==> src/rtl/wdog_pkg.sv <==
package wdog_pkg;

  typedef enum int {
    REG_RESTART = 0,
    REG_CTRL    = 1,
    REG_STATUS  = 2,
    REG_WARN    = 3,
    REG_EXPIRE  = 4
  } wdog_reg_e;

  // Byte offset of each register for the two address maps.
  function automatic int wdog_offset(input bit alt_map, input wdog_reg_e r);
    int off;
    if (!alt_map) begin
      case (r)
        REG_RESTART: off = 'h04;
        REG_CTRL:    off = 'h08;
        REG_STATUS:  off = 'h0C;
        REG_WARN:    off = 'h10;
        default:     off = 'h14;
      endcase
    end else begin
      case (r)
        REG_RESTART: off = 'h38;
        REG_CTRL:    off = 'h40;
        REG_STATUS:  off = 'h44;
        REG_WARN:    off = 'h4C;
        default:     off = 'h5C;
      endcase
    end
    return off;
  endfunction

endpackage

==> src/rtl/wdog_regs.sv <==
module wdog_regs
  import wdog_pkg::*;
#(
  parameter int ADDR_W  = 8,
  parameter int DATA_W  = 32,
  parameter bit ALT_MAP = 1'b0
) (
  input  logic              clk,
  input  logic              rst_n,
  input  logic              wr_en,
  input  logic              rd_en,
  input  logic [ADDR_W-1:0] addr,
  input  logic [DATA_W-1:0] wdata,
  input  logic              cause_flag,
  output logic              run_q,
  output logic [DATA_W-1:0] warn_thr_q,
  output logic [DATA_W-1:0] exp_thr_q,
  output logic              restart_p,
  output logic              stop_p,
  output logic [DATA_W-1:0] rdata
);

  localparam int OFF_RESTART = wdog_offset(ALT_MAP, REG_RESTART);
  localparam int OFF_CTRL    = wdog_offset(ALT_MAP, REG_CTRL);
  localparam int OFF_STATUS  = wdog_offset(ALT_MAP, REG_STATUS);
  localparam int OFF_WARN    = wdog_offset(ALT_MAP, REG_WARN);
  localparam int OFF_EXPIRE  = wdog_offset(ALT_MAP, REG_EXPIRE);

  logic              hit_restart, hit_ctrl, hit_status, hit_warn, hit_expire;
  logic              run_d;
  logic [DATA_W-1:0] warn_thr_d, exp_thr_d, rd_val, rdata_d;

  always_comb begin
    hit_restart = (addr == ADDR_W'(OFF_RESTART));
    hit_ctrl    = (addr == ADDR_W'(OFF_CTRL));
    hit_status  = (addr == ADDR_W'(OFF_STATUS));
    hit_warn    = (addr == ADDR_W'(OFF_WARN));
    hit_expire  = (addr == ADDR_W'(OFF_EXPIRE));

    restart_p = wr_en & hit_restart & wdata[0];
    stop_p    = wr_en & hit_ctrl & ~wdata[0];

    run_d      = (wr_en & hit_ctrl)   ? wdata[0] : run_q;
    warn_thr_d = (wr_en & hit_warn)   ? wdata    : warn_thr_q;
    exp_thr_d  = (wr_en & hit_expire) ? wdata    : exp_thr_q;

    if (hit_ctrl)        rd_val = DATA_W'(run_q);
    else if (hit_status) rd_val = DATA_W'(cause_flag);
    else if (hit_warn)   rd_val = warn_thr_q;
    else if (hit_expire) rd_val = exp_thr_q;
    else                 rd_val = '0;

    rdata_d = rd_en ? rd_val : '0;
  end

  always_ff @(posedge clk or negedge rst_n) begin
    if (!rst_n) begin
      run_q      <= 1'b0;
      warn_thr_q <= '0;
      exp_thr_q  <= '0;
      rdata      <= '0;
    end else begin
      run_q      <= run_d;
      warn_thr_q <= warn_thr_d;
      exp_thr_q  <= exp_thr_d;
      rdata      <= rdata_d;
    end
  end

endmodule

==> src/rtl/wdog_counter.sv <==
module wdog_counter #(
  parameter int CNT_W  = 29,
  parameter int DATA_W = 32
) (
  input  logic              clk,
  input  logic              rst_n,
  input  logic              run,
  input  logic              restart,
  input  logic              stop,
  input  logic              hold_busy,
  input  logic [DATA_W-1:0] warn_thr,
  input  logic [DATA_W-1:0] exp_thr,
  output logic [CNT_W-1:0]  cnt_q,
  output logic              warn_q,
  output logic              expire_fire
);

  logic             halt_q, halt_d;
  logic             fired_q, fired_d;
  logic             warn_d;
  logic [CNT_W-1:0] cnt_d;
  logic             active, at_warn, at_exp, at_max;

  always_comb begin
    active  = run & ~halt_q & ~hold_busy;
    at_warn = (DATA_W'(cnt_q) == warn_thr);
    at_exp  = (DATA_W'(cnt_q) == exp_thr);
    at_max  = &cnt_q;

    cnt_d       = cnt_q;
    halt_d      = halt_q;
    fired_d     = fired_q;
    warn_d      = warn_q;
    expire_fire = 1'b0;

    if (restart) begin
      cnt_d   = '0;
      halt_d  = 1'b0;
      fired_d = 1'b0;
      warn_d  = 1'b0;
    end else if (active) begin
      if (at_exp) begin
        halt_d      = 1'b1;
        expire_fire = 1'b1;
      end
      if (at_warn && !fired_q) begin
        warn_d  = 1'b1;
        fired_d = 1'b1;
      end
      if (!at_exp && !at_max) cnt_d = cnt_q + CNT_W'(1);
    end

    if (stop) warn_d = 1'b0;
  end

  always_ff @(posedge clk or negedge rst_n) begin
    if (!rst_n) begin
      cnt_q   <= '0;
      halt_q  <= 1'b0;
      fired_q <= 1'b0;
      warn_q  <= 1'b0;
    end else begin
      cnt_q   <= cnt_d;
      halt_q  <= halt_d;
      fired_q <= fired_d;
      warn_q  <= warn_d;
    end
  end

endmodule

==> src/rtl/wdog_expire_ctl.sv <==
module wdog_expire_ctl #(
  parameter int EXPIRE_HOLD = 16
) (
  input  logic clk,
  input  logic rst_n,
  input  logic fire,
  output logic req,
  output logic cause_q
);

  localparam int HOLD_W = $clog2(EXPIRE_HOLD + 1);

  logic [HOLD_W-1:0] hold_q, hold_d;
  logic              cause_d;

  always_comb begin
    req = (hold_q != '0);
    if (fire)     hold_d = HOLD_W'(EXPIRE_HOLD);
    else if (req) hold_d = hold_q - HOLD_W'(1);
    else          hold_d = hold_q;
    cause_d = cause_q | fire;
  end

  always_ff @(posedge clk or negedge rst_n) begin
    if (!rst_n) begin
      hold_q  <= '0;
      cause_q <= 1'b0;
    end else begin
      hold_q  <= hold_d;
      cause_q <= cause_d;
    end
  end

endmodule

==> src/rtl/wdog_two_stage.sv <==
module wdog_two_stage #(
  parameter int ADDR_W      = 8,
  parameter int DATA_W      = 32,
  parameter int CNT_W       = 29,
  parameter int EXPIRE_HOLD = 16,
  parameter bit ALT_MAP     = 1'b0
) (
  input  logic              clk,
  input  logic              rst_n,
  input  logic              wr_en,
  input  logic              rd_en,
  input  logic [ADDR_W-1:0] addr,
  input  logic [DATA_W-1:0] wdata,
  output logic [DATA_W-1:0] rdata,
  output logic              warn_irq,
  output logic              expire_req
);

  logic              run_q, restart_p, stop_p, cause_q, fire;
  logic [DATA_W-1:0] warn_thr_q, exp_thr_q;
  logic [CNT_W-1:0]  cnt_q;

  wdog_regs #(
    .ADDR_W (ADDR_W),
    .DATA_W (DATA_W),
    .ALT_MAP(ALT_MAP)
  ) u_regs (
    .clk       (clk),
    .rst_n     (rst_n),
    .wr_en     (wr_en),
    .rd_en     (rd_en),
    .addr      (addr),
    .wdata     (wdata),
    .cause_flag(cause_q),
    .run_q     (run_q),
    .warn_thr_q(warn_thr_q),
    .exp_thr_q (exp_thr_q),
    .restart_p (restart_p),
    .stop_p    (stop_p),
    .rdata     (rdata)
  );

  wdog_counter #(
    .CNT_W (CNT_W),
    .DATA_W(DATA_W)
  ) u_cnt (
    .clk        (clk),
    .rst_n      (rst_n),
    .run        (run_q),
    .restart    (restart_p),
    .stop       (stop_p),
    .hold_busy  (expire_req),
    .warn_thr   (warn_thr_q),
    .exp_thr    (exp_thr_q),
    .cnt_q      (cnt_q),
    .warn_q     (warn_irq),
    .expire_fire(fire)
  );

  wdog_expire_ctl #(
    .EXPIRE_HOLD(EXPIRE_HOLD)
  ) u_exp (
    .clk    (clk),
    .rst_n  (rst_n),
    .fire   (fire),
    .req    (expire_req),
    .cause_q(cause_q)
  );

endmodule

==> config.mk <==
export PLATFORM = sky130hd
export DESIGN_NAME = wdog_two_stage
export DESIGN_NICKNAME = d
export VERILOG_FILES = /design/src/rtl/wdog_pkg.sv /design/src/rtl/wdog_regs.sv /design/src/rtl/wdog_counter.sv /design/src/rtl/wdog_expire_ctl.sv /design/src/rtl/wdog_two_stage.sv
export SDC_FILE = /design/constraint.sdc
export NUM_CORES = 1
export LEC_CHECK = 0
export CELL_PAD_IN_SITES_DETAIL_PLACEMENT = 0
export CELL_PAD_IN_SITES_GLOBAL_PLACEMENT = 1
export CORE_ASPECT_RATIO = 0.75
export CORE_MARGIN = 8
export CORE_UTILIZATION = 41
export CTS_CLUSTER_SIZE = 20
export DETAILED_ROUTE_END_ITERATION = 8
export PLACE_DENSITY_LB_ADDON = 0.1
export SKIP_CTS_REPAIR_TIMING = 1
export SYNTH_ARGS = -nofsm -noshare
export SYNTH_HDL_FRONTEND = slang
export SYNTH_SLANG_ARGS = --single-unit
==> constraint.sdc <==
create_clock -name clk -period 2.2 [get_ports clk]
set_input_delay 0.66 -clock clk [delete_from_list [all_inputs] [get_ports clk]]
set_output_delay 0.66 -clock clk [all_outputs]
set_load 0.02 [all_outputs]
==> results.yml, run 1 <==
final_layout:
  n_antenna_cell: 0
  final_core_util: 0.582
  final_area_sq_um: 9290
  multi_input_area_sq_um: 3440
  regArea_sq_um: 3390
  layout.nets: 774
  area_growth_pct: 39.0
  fillCellCount: 1333
  drive_gt1_frac: 0.346
place:
  dp_hpwl_um: 13500
  placed_cell_area_sq_um: 8210
  gp_congestion: 0.819
  portBuffers: 77
run_status:
  outcome: "complete, but fails checks"
  violations: "setup timing"
route:
  postRouteAntennaNets: 0
  remaining_drc_errors: 0
  vias_per_cell: 5.39
  drtIter0Drc: 275
  dr.pass1.iters: 4
  via_count: 5125
  wl_per_cell_um: 19.9
  wl_um: 18900
critical_path:
  crit_start: "u_exp.hold_q[1]"
  cpMostUsedCell: "inv_2"
  timing.rr.start: "u_exp.hold_q[1]"
  cp_max_fo: 3
  critPathKind: "flop to primary output"
  cp-endpoint: "expire_req"
  worstReg2RegEnd: "u_cnt.cnt_q[9]"
  endpoint_kind: "primary output"
  cpMaxStageDelayCell: "dfrtp_1"
  start_kind: "flop"
  crit_required_ps: 1540
  worstPathCellList: "inv_2 > ha_4 > nor4b_4 > inv_2 > clkbuf_2"
  rrSetupSlack_ps: 0
  worst_ep_arrival_time_ps: 1550
  worstRegToRegCells: 9
  slowest_delay_ps: 400
sta:
  fin_skew_ps: 13.7
  layout_setup_ws_ps: -11.1
  rsz0062_at_grt: "true"
  finalSetupViolations: 2
  relSlewSlack: 0.612
  timing.setup.tns_ps: -12.8
  tightestPinTransition_ps: 578
  fin_crit_sh: 1.01
  period_needed_ps: 2210
  drv_slew: 0
  hold_violations: 0
  fmax_mhz: 452
cts:
  clkTransAtPathRegs_ps: 60
  cts_htree_levels: 4
  cts_root_buf: "clkbuf_16"
  cts_buffer_depth: 2
  clkLatencyLatePin_ps: 420
  numClockSinks: 135
  numCtsBuffers: 17
  cts_tree: "done"
synthesis:
  syn-num-nets: 634
  ys_seq_area_frac: 0.505
  ys_async_sr_fraction: 1.00
  ys_top_cells_by_count: "dfrtp_1 (135), mux2_2 (66), nor2_1 (51)"
  yosysTopAreaCell: "dfrtp_1"
  synth_top_area_share: 0.505
  synthTopCellsByArea: "dfrtp_1 (51%), mux2_2 (11%), mux2i_1 (5.8%)"
  ys_types: 50
  ys_warn_count: 0
  ys.flop_type: "dfrtp_1"
  syn_area_sq_um: 6690
  netlist_instances: 587
  syn_avg_cell_area_sq_um: 11.4
  synth_edf_count: 0
  yosysMostFrequentCell: "dfrtp_1"
  ys_seq_elements: 135
pwr:
  peakVddDrop_mv: 0.452
  power.density_nw_per_um2: 709
  p_leak_nw: 4.16
global_routing:
  grt_max_degree: 52
  grt_pass1_wl_um: 29300
  overflow: 0
  grt_antenna_before_repair: 0
  grt.total_usage: 0.184
  grt_pass1_vias: 5302
die:
  die-width_um: 163
  die_y_um: 127
  io_pins: 78
  dieArea_sq_um: 20700
  start_util: 0.419
  fp-row-count: 40
  core_area_sq_um: 16000
flow_run:
  maxCapViolations: 0
min_path:
  holdCritPathClass: "primary input to asynchronous set/reset pin"
[metal layers]
metal  wire length, um  up-vias  global-route usage
li1                  -     2382                   -
met1              8870     2620               0.258
met2              8770      111               0.276
met3              1090       12              0.0475
met4               180        0              0.0468
met5                 0        -                   0
[worst min-delay path by stage]
stage | from | end | slack, ps
6_report | rst_n | u_cnt.cnt_q[7] | 190
5_1_grt | rst_n | u_cnt.cnt_q[7] | 210
4_1_cts | rst_n | u_cnt.cnt_q[7] | 200
3_5_place_dp | u_exp.cause_q | u_exp.cause_q | 460
3_3_place_gp | u_exp.cause_q | u_exp.cause_q | 450
2_1_floorplan | rst_n | u_cnt.cnt_q[0] | 360
[critical path, delay by kind of cell, from the launching register on]
family / cells / cell delay [ps]
buf+inv: 3 / 360
simple gates: 1 / 240
flops: 1 / 400
fa+ha+maj: 1 / 130
[kinds of logic (layout without fill, tap and decap cells)]
group / Yosys count / after routing / synth area share
simple gates: 187 / 187 / 0.157
fa+ha+maj: 3 / 3 / 0.00562
buf+inv: 49 / 202 / 0.0342
compound gates: 47 / 47 / 0.0481
flops: 135 / 135 / 0.505
xor+xnor: 61 / 61 / 0.0799
mux: 105 / 105 / 0.170
[registers in the layout, indices dropped and copies added, names as in the netlist]
register and cells:
u_cnt.warn_q 1, u_regs.exp_thr_q 32, u_cnt.halt_q 1, u_exp.hold_q 5, u_regs.rdata 32, u_exp.cause_q 1
u_regs.run_q 1, u_regs.warn_thr_q 32, u_cnt.cnt_q 29, u_cnt.fired_q 1
[where the power goes]
group | total (mW) | switching (mW) | internal, mW
clock | 3.00 | 1.08 | 1.92
sequential | 2.73 | 0.132 | 2.60
combinational | 0.858 | 0.400 | 0.458
total | 6.59 | 1.61 | 4.98
[cells in the final DEF, fill, tap and decap left out, types with 5 or more instances in the layout]
| master | n |
|---|---|
| o31ai_1 | 10 |
| clkdlybuf4s50_1 | 70 |
| nand4_1 | 21 |
| nand2_1 | 24 |
| nor4_1 | 8 |
| nor4_4 | 5 |
| dfrtp_1 | 129 |
| xor2_1 | 21 |
| xnor2_1 | 34 |
| buf_4 | 68 |
| dfrtp_2 | 6 |
| xnor2_2 | 6 |
| mux2_2 | 66 |
| a21oi_2 | 11 |
| buf_12 | 9 |
| nor2_1 | 49 |
| nand3_1 | 15 |
| inv_1 | 7 |
| or4_1 | 5 |
| nor3_1 | 6 |
| or4_4 | 12 |
| mux2i_1 | 39 |
| clkbuf_16 | 18 |
| buf_6 | 5 |
[through the flow]
| step | hold slack (ps) | power (mW) | instances | setup slack (ps) |
|---|---|---|---|---|
| 2_1_floorplan | 364 | 3.15 | 587 | -59.4 |
| 3_3_place_gp | 454 | 3.49 | 905 | -584 |
| 3_5_place_dp | 459 | 3.52 | 905 | -676 |
| 4_1_cts | 201 | 6.55 | 937 | -421 |
| 5_1_grt | 210 | 6.87 | 950 | -94.1 |
| 6_report | 186 | 6.59 | 950 | -11.1 |
[area by class of cell]
cell class              count  area share
inverters                  10     0.00404
clock inverters            12      0.0190
clock buffers              20      0.0481
multi-input cells         403       0.370
repair buffers            160       0.167
well taps                 210      0.0283
flip-flops and latches    135       0.364
No activity file was read; power rests on OpenSTA's default activity.
==> run 2: changes to the inputs <==
--- a/config.mk
+++ b/config.mk
@@ -14,6 +14,7 @@
 export DETAILED_ROUTE_END_ITERATION = 8
 export PLACE_DENSITY_LB_ADDON = 0.1
 export SKIP_CTS_REPAIR_TIMING = 1
+export SLEW_MARGIN = 20
 export SYNTH_ARGS = -nofsm -noshare
 export SYNTH_HDL_FRONTEND = slang
 export SYNTH_SLANG_ARGS = --single-unit
==> results of run 2 <==
Same layout as run 1: the final DEF is identical, and so are final timing and power.
